[config.mk]
export PLATFORM = sky130hd
export DESIGN_NAME = fwd_unit
export DESIGN_NICKNAME = d
export VERILOG_FILES = /design/src/rtl/fwd_pkg.sv /design/src/rtl/fwd_dest_decode.sv /design/src/rtl/fwd_operand_sel.sv /design/src/rtl/fwd_store_sel.sv /design/src/rtl/fwd_bypass_mux.sv /design/src/rtl/fwd_unit.sv
export SDC_FILE = /design/constraint.sdc
export NUM_CORES = 1
export LEC_CHECK = 0
export ABC_AREA = 1
export BUFFER_PORTS_ARGS = -buffer_cell sky130_fd_sc_hd__buf_2
export CORE_AREA = 2 2 127 129
export DETAILED_ROUTE_END_ITERATION = 6
export DIE_AREA = 0 0 129 131
export SETUP_SLACK_MARGIN = 0.1
export SYNTH_ARGS = -nofsm -noshare
export SYNTH_HDL_FRONTEND = slang
export SYNTH_HIERARCHICAL = 1
export SYNTH_SLANG_ARGS = --single-unit
[constraint.sdc]
create_clock -name vclk -period 3.4
set_input_delay 0.68 -clock vclk [all_inputs]
set_output_delay 0.68 -clock vclk [all_outputs]
set_load 0.1 [all_outputs]
[src/rtl/fwd_pkg.sv]
package fwd_pkg;

   typedef enum logic [2:0] {
      CLS_NOP    = 3'd0,
      CLS_RR     = 3'd1,
      CLS_RI     = 3'd2,
      CLS_LOAD   = 3'd3,
      CLS_STORE  = 3'd4,
      CLS_BRANCH = 3'd5
   } op_class_e;

   localparam int CLS_W = 3;

   localparam logic [1:0] SEL_RF      = 2'b00;
   localparam logic [1:0] SEL_EXM_ALU = 2'b01;
   localparam logic [1:0] SEL_MWB_ALU = 2'b10;
   localparam logic [1:0] SEL_MWB_LMD = 2'b11;

   function automatic logic cls_reads_rs(input logic [CLS_W-1:0] cls);
      return (cls == CLS_RR) || (cls == CLS_RI) || (cls == CLS_LOAD) ||
             (cls == CLS_STORE) || (cls == CLS_BRANCH);
   endfunction

   function automatic logic cls_reads_rt(input logic [CLS_W-1:0] cls);
      return (cls == CLS_RR) || (cls == CLS_STORE);
   endfunction

endpackage

[src/rtl/fwd_dest_decode.sv]
module fwd_dest_decode
   import fwd_pkg::*;
#(
   parameter int REG_AW = 5
) (
   input  logic [CLS_W-1:0]  cls,
   input  logic [REG_AW-1:0] rt,
   input  logic [REG_AW-1:0] rd,
   output logic              wr_en,
   output logic [REG_AW-1:0] dest
);

   always_comb begin
      wr_en = 1'b0;
      dest  = '0;
      case (cls)
         CLS_RR: begin
            wr_en = 1'b1;
            dest  = rd;
         end
         CLS_RI, CLS_LOAD: begin
            wr_en = 1'b1;
            dest  = rt;
         end
         default: begin
            wr_en = 1'b0;
            dest  = '0;
         end
      endcase
   end

   // stores, branches and no-ops never claim a destination
   always_comb begin
      assert_writer_class_R1: assert (!wr_en || cls == CLS_RR || cls == CLS_RI || cls == CLS_LOAD)
         else $error("writer flagged for a non-writing class");
   end

endmodule

[src/rtl/fwd_operand_sel.sv]
module fwd_operand_sel
   import fwd_pkg::*;
#(
   parameter int REG_AW = 5
) (
   input  logic              used,
   input  logic [REG_AW-1:0] src,
   input  logic              exm_wr,
   input  logic [REG_AW-1:0] exm_dest,
   input  logic              exm_is_load,
   input  logic              mwb_wr,
   input  logic [REG_AW-1:0] mwb_dest,
   input  logic              mwb_is_load,
   output logic [1:0]        sel
);

   logic src_live;
   logic exm_hit;
   logic mwb_hit;

   assign src_live = used && (src != '0);
   assign exm_hit  = src_live && exm_wr && !exm_is_load && (exm_dest == src);
   assign mwb_hit  = src_live && mwb_wr && (mwb_dest == src);

   always_comb begin
      if (exm_hit)
         sel = SEL_EXM_ALU;
      else if (mwb_hit)
         sel = mwb_is_load ? SEL_MWB_LMD : SEL_MWB_ALU;
      else
         sel = SEL_RF;
   end

   always_comb begin
      assert_no_zero_bypass_R4: assert (src != '0 || sel == SEL_RF)
         else $error("bypass selected for register 0");
      assert_unused_operand_R6: assert (used || sel == SEL_RF)
         else $error("bypass selected for an unused operand");
      assert_no_load_addr_R5: assert (sel != SEL_EXM_ALU || !exm_is_load)
         else $error("load address forwarded as data");
      assert_younger_first_R3: assert (sel[1] == 1'b0 ||
                                       !(exm_wr && !exm_is_load && exm_dest == src))
         else $error("older result chosen over younger match");
      assert_lmd_only_load_R9: assert (sel != SEL_MWB_LMD || mwb_is_load)
         else $error("loaded word chosen for a non-load");
   end

endmodule

[src/rtl/fwd_store_sel.sv]
module fwd_store_sel
   import fwd_pkg::*;
#(
   parameter int REG_AW       = 5,
   parameter bit LOAD_TO_STORE = 1'b1
) (
   input  logic [CLS_W-1:0]  exm_cls,
   input  logic [REG_AW-1:0] exm_rt,
   input  logic              mwb_is_load,
   input  logic [REG_AW-1:0] mwb_dest,
   output logic              sel_store
);

   generate
      if (LOAD_TO_STORE) begin : g_path
         assign sel_store = (exm_cls == CLS_STORE) && mwb_is_load &&
                            (mwb_dest != '0) && (mwb_dest == exm_rt);
      end else begin : g_nopath
         logic unused_in;
         assign unused_in = ^{exm_cls, exm_rt, mwb_is_load, mwb_dest};
         assign sel_store = 1'b0;
      end
   endgenerate

   // the path only opens between a store and an older load
   always_comb begin
      assert_store_pair_R7: assert (!sel_store || (exm_cls == CLS_STORE && mwb_is_load))
         else $error("store-data bypass outside a load/store pair");
   end

endmodule

[src/rtl/fwd_bypass_mux.sv]
module fwd_bypass_mux #(
   parameter int DATA_W    = 32,
   parameter int MUX_STYLE = 0
) (
   input  logic [1:0]        sel,
   input  logic [DATA_W-1:0] d_rf,
   input  logic [DATA_W-1:0] d_exm_alu,
   input  logic [DATA_W-1:0] d_mwb_alu,
   input  logic [DATA_W-1:0] d_mwb_lmd,
   output logic [DATA_W-1:0] q
);

   generate
      if (MUX_STYLE == 0) begin : g_case
         always_comb begin
            case (sel)
               2'b01:   q = d_exm_alu;
               2'b10:   q = d_mwb_alu;
               2'b11:   q = d_mwb_lmd;
               default: q = d_rf;
            endcase
         end
      end else begin : g_andor
         assign q = ({DATA_W{sel == 2'b00}} & d_rf)      |
                    ({DATA_W{sel == 2'b01}} & d_exm_alu) |
                    ({DATA_W{sel == 2'b10}} & d_mwb_alu) |
                    ({DATA_W{sel == 2'b11}} & d_mwb_lmd);
      end
   endgenerate

   always_comb begin
      assert_mux_lmd_R8: assert (sel != 2'b11 || q == d_mwb_lmd)
         else $error("loaded-word leg not passed");
      assert_mux_rf_R8: assert (sel != 2'b00 || q == d_rf)
         else $error("register-file leg not passed");
   end

endmodule

[src/rtl/fwd_unit.sv]
module fwd_unit
   import fwd_pkg::*;
#(
   parameter int REG_AW        = 5,
   parameter int DATA_W        = 32,
   parameter int MUX_STYLE     = 0,
   parameter bit LOAD_TO_STORE = 1'b1
) (
   input  logic [2:0]        idex_cls,
   input  logic [REG_AW-1:0] idex_rs,
   input  logic [REG_AW-1:0] idex_rt,
   input  logic [2:0]        exmem_cls,
   input  logic [REG_AW-1:0] exmem_rt,
   input  logic [REG_AW-1:0] exmem_rd,
   input  logic [2:0]        memwb_cls,
   input  logic [REG_AW-1:0] memwb_rt,
   input  logic [REG_AW-1:0] memwb_rd,
   input  logic [DATA_W-1:0] rf_a_data,
   input  logic [DATA_W-1:0] rf_b_data,
   input  logic [DATA_W-1:0] exmem_alu_data,
   input  logic [DATA_W-1:0] memwb_alu_data,
   input  logic [DATA_W-1:0] memwb_lmd_data,
   input  logic [DATA_W-1:0] exmem_store_data,
   output logic [1:0]        sel_a,
   output logic [1:0]        sel_b,
   output logic              sel_store,
   output logic [DATA_W-1:0] alu_a,
   output logic [DATA_W-1:0] alu_b,
   output logic [DATA_W-1:0] store_wdata
);

   localparam int NUM_OPS = 2;

   generate
      if (REG_AW < 1 || REG_AW > 8) begin : g_bad_aw
         $error("REG_AW must lie in 1..8");
      end
      if (DATA_W < 1) begin : g_bad_dw
         $error("DATA_W must be positive");
      end
      if (MUX_STYLE != 0 && MUX_STYLE != 1) begin : g_bad_style
         $error("MUX_STYLE must be 0 or 1");
      end
   endgenerate

   logic              exm_wr, mwb_wr;
   logic [REG_AW-1:0] exm_dest, mwb_dest;
   logic              exm_is_load, mwb_is_load;

   assign exm_is_load = (exmem_cls == CLS_LOAD);
   assign mwb_is_load = (memwb_cls == CLS_LOAD);

   fwd_dest_decode #(.REG_AW(REG_AW)) u_exm_dest (
      .cls(exmem_cls), .rt(exmem_rt), .rd(exmem_rd), .wr_en(exm_wr), .dest(exm_dest)
   );

   fwd_dest_decode #(.REG_AW(REG_AW)) u_mwb_dest (
      .cls(memwb_cls), .rt(memwb_rt), .rd(memwb_rd), .wr_en(mwb_wr), .dest(mwb_dest)
   );

   logic [NUM_OPS-1:0]             op_used;
   logic [NUM_OPS-1:0][REG_AW-1:0] op_src;
   logic [NUM_OPS-1:0][1:0]        op_sel;
   logic [NUM_OPS-1:0][DATA_W-1:0] op_rf;
   logic [NUM_OPS-1:0][DATA_W-1:0] op_q;

   assign op_used[0] = cls_reads_rs(idex_cls);
   assign op_used[1] = cls_reads_rt(idex_cls);
   assign op_src[0]  = idex_rs;
   assign op_src[1]  = idex_rt;
   assign op_rf[0]   = rf_a_data;
   assign op_rf[1]   = rf_b_data;

   generate
      for (genvar i = 0; i < NUM_OPS; i++) begin : g_op
         fwd_operand_sel #(.REG_AW(REG_AW)) u_sel (
            .used(op_used[i]),
            .src(op_src[i]),
            .exm_wr(exm_wr),
            .exm_dest(exm_dest),
            .exm_is_load(exm_is_load),
            .mwb_wr(mwb_wr),
            .mwb_dest(mwb_dest),
            .mwb_is_load(mwb_is_load),
            .sel(op_sel[i])
         );

         fwd_bypass_mux #(.DATA_W(DATA_W), .MUX_STYLE(MUX_STYLE)) u_mux (
            .sel(op_sel[i]),
            .d_rf(op_rf[i]),
            .d_exm_alu(exmem_alu_data),
            .d_mwb_alu(memwb_alu_data),
            .d_mwb_lmd(memwb_lmd_data),
            .q(op_q[i])
         );
      end
   endgenerate

   fwd_store_sel #(.REG_AW(REG_AW), .LOAD_TO_STORE(LOAD_TO_STORE)) u_store (
      .exm_cls(exmem_cls),
      .exm_rt(exmem_rt),
      .mwb_is_load(mwb_is_load),
      .mwb_dest(mwb_dest),
      .sel_store(sel_store)
   );

   assign sel_a       = op_sel[0];
   assign sel_b       = op_sel[1];
   assign alu_a       = op_q[0];
   assign alu_b       = op_q[1];
   assign store_wdata = sel_store ? memwb_lmd_data : exmem_store_data;

   // the store-data leg follows its select
   always_comb begin
      assert_store_leg_R8: assert (sel_store ? (store_wdata == memwb_lmd_data)
                                             : (store_wdata == exmem_store_data))
         else $error("store write data does not follow its select");
   end

endmodule

Word level (Yosys, flattened, before mapping)
Index checks and enable logic that the tools add are counted.
Widths: inputs -> output; s select.
{"block": "classes", "n_eq_ne": 23, "mux": 12, "n_reduce_logical": 28}
{"op": "$pmux 32 s3", "count": 2}
{"op": "$mux 32", "count": 1}
{"op": "$eq 5x5->1", "count": 5}
{"op": "$pmux 5 s2", "count": 2}
{"op": "$eq 3x2->1 const B", "count": 6}
{"op": "$logic_and 1x1->1", "count": 15}
{"op": "$reduce_bool 5->1", "count": 3}
{"op": "$eq 3x1->1 const B", "count": 3}
{"op": "$eq 3x3->1 const B", "count": 3}
{"op": "$eq 2x2->1 const B", "count": 4}
{"op": "$mux 2", "count": 4}
{"op": "$reduce_or 3->1", "count": 2}
{"op": "$logic_or 1x1->1", "count": 5}
{"op": "$eq 2x1->1 const B", "count": 2}
{"op": "$reduce_or 2->1", "count": 2}
{"op": "$mux 1", "count": 3}
{"op": "$logic_not 1->1", "count": 1}
{"block": "word_totals", "regBits": 0, "input_bits": 231, "out_inout_bits": 101, "word_cells": 63}

Depth between registers and ports, before layout
{"block": "depth", "word_depth": 12, "ltp_mapped": 16, "ltp_nobuf": 15}

By module
The synthesis kept the hierarchy.
{"module": "fwd_bypass_mux", "n_inst": 2, "cells_each": 186, "area_each_um2": 1078.5, "seq_area_each_um2": 0.0}
{"module": "fwd_unit", "n_inst": 1, "cells_each": 116, "area_each_um2": 664.4, "seq_area_each_um2": 0.0}
{"module": "fwd_operand_sel", "n_inst": 2, "cells_each": 54, "area_each_um2": 232.7, "seq_area_each_um2": 0.0}
{"module": "fwd_dest_decode", "n_inst": 2, "cells_each": 20, "area_each_um2": 87.6, "seq_area_each_um2": 0.0}
{"module": "fwd_store_sel", "n_inst": 1, "cells_each": 37, "area_each_um2": 141.4, "seq_area_each_um2": 0.0}

Worst setup path before layout
Ideal clock, no wire load.
{"block": "synth_path", "path_kind": "input -> output", "startpoint": "input port memwb_cls[2]", "endpoint": "output port alu_a[0]", "arrival_time_ns": 4.268, "required_ns": 2.720, "path_slack_ns": -1.548, "path_stages": 15, "n_path_buf": 1, "cell_sequence": "nor2_2 nand3_1 nand2_1 inv_1 nand2_1 nand2_1 nor2_1 nand2_1 nor2_2 nand2_1 nor2_1 inv_2 buf_2 nand3_1 nand4_1"}
{"block": "synth_via", "elab_chain_cells": 9, "elab_cells_between_ends": 17, "cone_classes": "eq/ne: 7; mux: 6; reduce/logical: 4"}
{"element": "from (decl)", "line": "fwd_unit.sv:15", "rtl": "input logic [2:0] memwb_cls,"}
{"element": "$eq 3x2->1", "line": "fwd_dest_decode.sv:16", "rtl": "case (cls)"}
{"element": "$reduce_or 2->1", "line": "fwd_dest_decode.sv:16"}
{"element": "$pmux 5 s2 *", "line": "fwd_dest_decode.sv:16"}
{"element": "net mwb_dest[1]", "line": "fwd_unit.sv:47", "rtl": "logic [REG_AW-1:0] exm_dest, mwb_dest;"}
{"element": "$eq 5x5->1 *", "line": "fwd_operand_sel.sv:23", "rtl": "assign mwb_hit = src_live && mwb_wr && (mwb_dest == src);"}
{"element": "$logic_and 1x1->1 *", "line": "fwd_operand_sel.sv:23"}
{"element": "$mux 2 *", "line": "fwd_operand_sel.sv:28", "rtl": "else if (mwb_hit)"}
{"element": "$mux 2 *", "line": "fwd_operand_sel.sv:26", "rtl": "if (exm_hit)"}
{"element": "net sel_a[1]", "line": "fwd_unit.sv:24", "rtl": "output logic [1:0] sel_a,"}
{"element": "$eq 2x2->1 or $eq 2x1->1 (tied branches)", "line": "fwd_bypass_mux.sv:16", "rtl": "case (sel)"}
{"element": "$pmux 32 s3 *", "line": "fwd_bypass_mux.sv:16"}
{"element": "to (decl)", "line": "fwd_unit.sv:27", "rtl": "output logic [DATA_W-1:0] alu_a,"}
Mark *: on every way through the listed nets, which the timed path passes. The rest lies on a longest branch.

Final worst setup path
{"block": "layout_path", "startpoint": "input port memwb_cls[1]", "endpoint": "output port alu_b[15]"}
{"block": "layout_via", "elab_chain_cells": 9, "elab_cells_between_ends": 17, "cone_classes": "eq/ne: 7; mux: 6; reduce/logical: 4"}
{"element": "$eq 3x2->1", "line": "fwd_dest_decode.sv:16"}
{"element": "$reduce_or 2->1", "line": "fwd_dest_decode.sv:16"}
{"element": "$pmux 5 s2 *", "line": "fwd_dest_decode.sv:16"}
{"element": "net mwb_dest[1]", "line": "fwd_unit.sv:47"}
{"element": "$eq 5x5->1 *", "line": "fwd_operand_sel.sv:23"}
{"element": "$logic_and 1x1->1 *", "line": "fwd_operand_sel.sv:23"}
{"element": "$mux 2 *", "line": "fwd_operand_sel.sv:28"}
{"element": "$mux 2 *", "line": "fwd_operand_sel.sv:26"}
{"element": "$eq 2x2->1 or $eq 2x1->1 (tied branches)", "line": "fwd_bypass_mux.sv:16"}
{"element": "$pmux 32 s3 *", "line": "fwd_bypass_mux.sv:16"}
{"element": "to (decl)", "line": "fwd_unit.sv:28", "rtl": "output logic [DATA_W-1:0] alu_b,"}
Marks and branches as above.

==> key figures <==
Yosys
  – Syn_nets: 904
  – Synth area leaders: nand3_1 (26%), nand2_1 (18%), nand4_1 (12%), o21ai_2 (7.0%), inv_1 (6.8%)
  – Area of the mapped netlist: 0.00360 mm²
  – Area leader, netlist: nand3_1
  – Area share of the largest cell type after synthesis: 26.3%
  – Ys Warns: 6
  – Mean Syn Cell Area: 5.35 µm²
  – Top-count cell post-synth: nand3_1
  – Mapped Cells: 673
  – Sequential share of the synthesized area: 0%
  – Synth cell count leaders: nand3_1 (189), nand2_1 (175), nand4_1 (67), inv_1 (65), nor2_1 (33)
  – Post-synth cell types: 19

Pwr
  – Worst VDD drop: 112 µV
  – Leakage: 3.92 nW
  – PwrDens: 153 mW/mm²

Critical path
  – CP Max Fanout: 11
  – Setup CP Type: in2out
  – Worst path top cell family by delay: simple AND/OR/NAND/NOR gates
  – Data required time at the worst endpoint: 2720 ps
  – Critical path, cell by cell: buf_8 > nor2_4 > nand3_2 > nand2_4 > buf_6 > nand2_2 > nand2_2 > nor2_2 > nand2_1 > nor2_2 > buf_4 > nand3_4 > nand2_8 > nor2_4 > buf_8 > nand2_1 > nand4_1 > buf_12
  – Setup crit end kind: primary output
  – Worst path bufs/invs: 5
  – Slowest cell on crit path: nor2_4
  – CP Launch Type: input pin
  – CP Data Arrival Time: 2750 ps
  – Critical path depth: 18
  – CP max stage delay: 280 ps

Floorplanning
  – IO Pins: 332
  – Die height: 131 µm
  – Initial Util: 23.1%
  – Core area: 0.0156 mm²
  – Row count: 46
  – Die area: 0.0169 mm²
  – Die W: 129 µm

GRT
  – Vias in the first global route: 5770
  – GRT Util Overall: 23.9%
  – Largest net degree at the start of global routing: 39
  – Initial antenna violation count: 2
  – First-pass GRT wire length: 31.9 mm
  – Total global routing overflow: 0

Timing
  – Hold slack: 1750 ps
  – Worst Tran Pin Value: 287 ps
  – Crit path time final: 3430 ps
  – Unrepaired setup endpoints after global routing: yes
  – Max frequency: 291 MHz
  – Endpoints failing setup: 12
  – Setup WS post-layout: -35.0 ps
  – Final Hold Viols: 0
  – Slew Limit Headroom: 80.8%
  – Fin crit share: 101%
  – Slew Limit Fails: 0
  – Fin Setup TNS: -178 ps

Final layout
  – Area growth syn-to-layout: 131%
  – Post-route cell area: 0.00833 mm²
  – Flip-flop and latch count: 0
  – Register area: 0 µm²
  – NumNets Final: 1280
  – Clkbuf count: 0
  – Non-filler cells, final: 1264
  – Fraction of layout cells with a size suffix above 1: 54.1%

Route
  – Met3 wire length: 1.91 mm
  – Met1 Wirelength: 9.16 mm
  – DRC: 0
  – DR top layer: met5
  – First drt pass iteration count: 5
  – Wire per inst: 17.7 µm
  – Met2 routed WL: 10.8 mm
  – Routed vias/inst: 5.03
  – Routed Antenna Nets: 0
  – Drt total wl: 22.3 mm
  – Via count: 6358
  – Initial drt markers: 385

Hold path
  – Hold Path Stages: 4
  – Hold WC Path Type: in2out

Placed design
  – Placed cell count: 1230
  – Gpl congestion: 0.922
  – IO buf count: 332
  – Placed cell area: 0.00749 mm²
  – DPL Wire Length: 16.5 mm

Run status
  – Failing checks: setup timing
  – Status: complete, but fails checks

Clock network
  – Hold_buf cts: 0

Flow run
  – Maxcap violations: 0
## per-stage QoR
step                worst slack, ps  total power, mW  utilization [%]
floorplan                      -538            0.687                -
global placement               -107             1.23             48.1
detailed placement             -187             1.23             48.1
CTS                           -9.05             1.27             52.9
global route                   -179             1.33             53.4
finish                        -35.0             1.28             53.4
## logic make-up (layout without fill, tap and decap cells)
kind of cell	Yosys count	in the layout	share of synthesized area, %
compound gates	41	41	8.72
xor+xnor	4	4	0.972
buf+inv	128	502	22.4
other cells	0	1	0
simple gates	500	500	67.9
## area by class of cell
cell class                 count  area [µm²]
fill                        1475        7270
timing repair buffer         427        4430
multi-input combinational    545        3320
inverter                      75         307
tap                          216         270
antenna                        1        2.50
## metal layers
layer	global-route usage [%]	vias up
met2	41.6	375
met4	4.16	2
met1	31.7	2896
met3	3.54	47
met5	0	-
li1	-	3038
## report_power, final
part	switching, mW	internal (mW)
Clock	0	0.0000000393
Combinational	0.810	0.466
Sequential	0	0
Total	0.810	0.466
## what timing repair did
item / CTS / global route
setup endpoints to repair: 65 / 98
pin swaps: 39 / 15
cloned: 9 / 1
gates resized for setup: 102 / 10
setup buffers: 21 / 3
## path summary, 6_finish.rpt
check	slack (ps)	end	from
setup / recovery	-30	alu_b[15]	memwb_cls[1]
hold / removal	1750	store_wdata[31]	exmem_store_data[31]
## layout by cell type (no fill, tap or decap), types with 8 or more instances in the layout
| master | instances |
|---|---|
| nor2_2 | 8 |
| nand4_1 | 67 |
| nor2_4 | 10 |
| nand3_2 | 31 |
| o21ai_4 | 32 |
| nand3_1 | 177 |
| nand2_2 | 36 |
| inv_1 | 61 |
| nand2_1 | 139 |
| nor2_1 | 25 |
| buf_4 | 54 |
| buf_12 | 121 |
| buf_2 | 227 |
| inv_2 | 10 |
| buf_6 | 10 |
| buf_16 | 8 |
(Power assumes the default switching activity.)
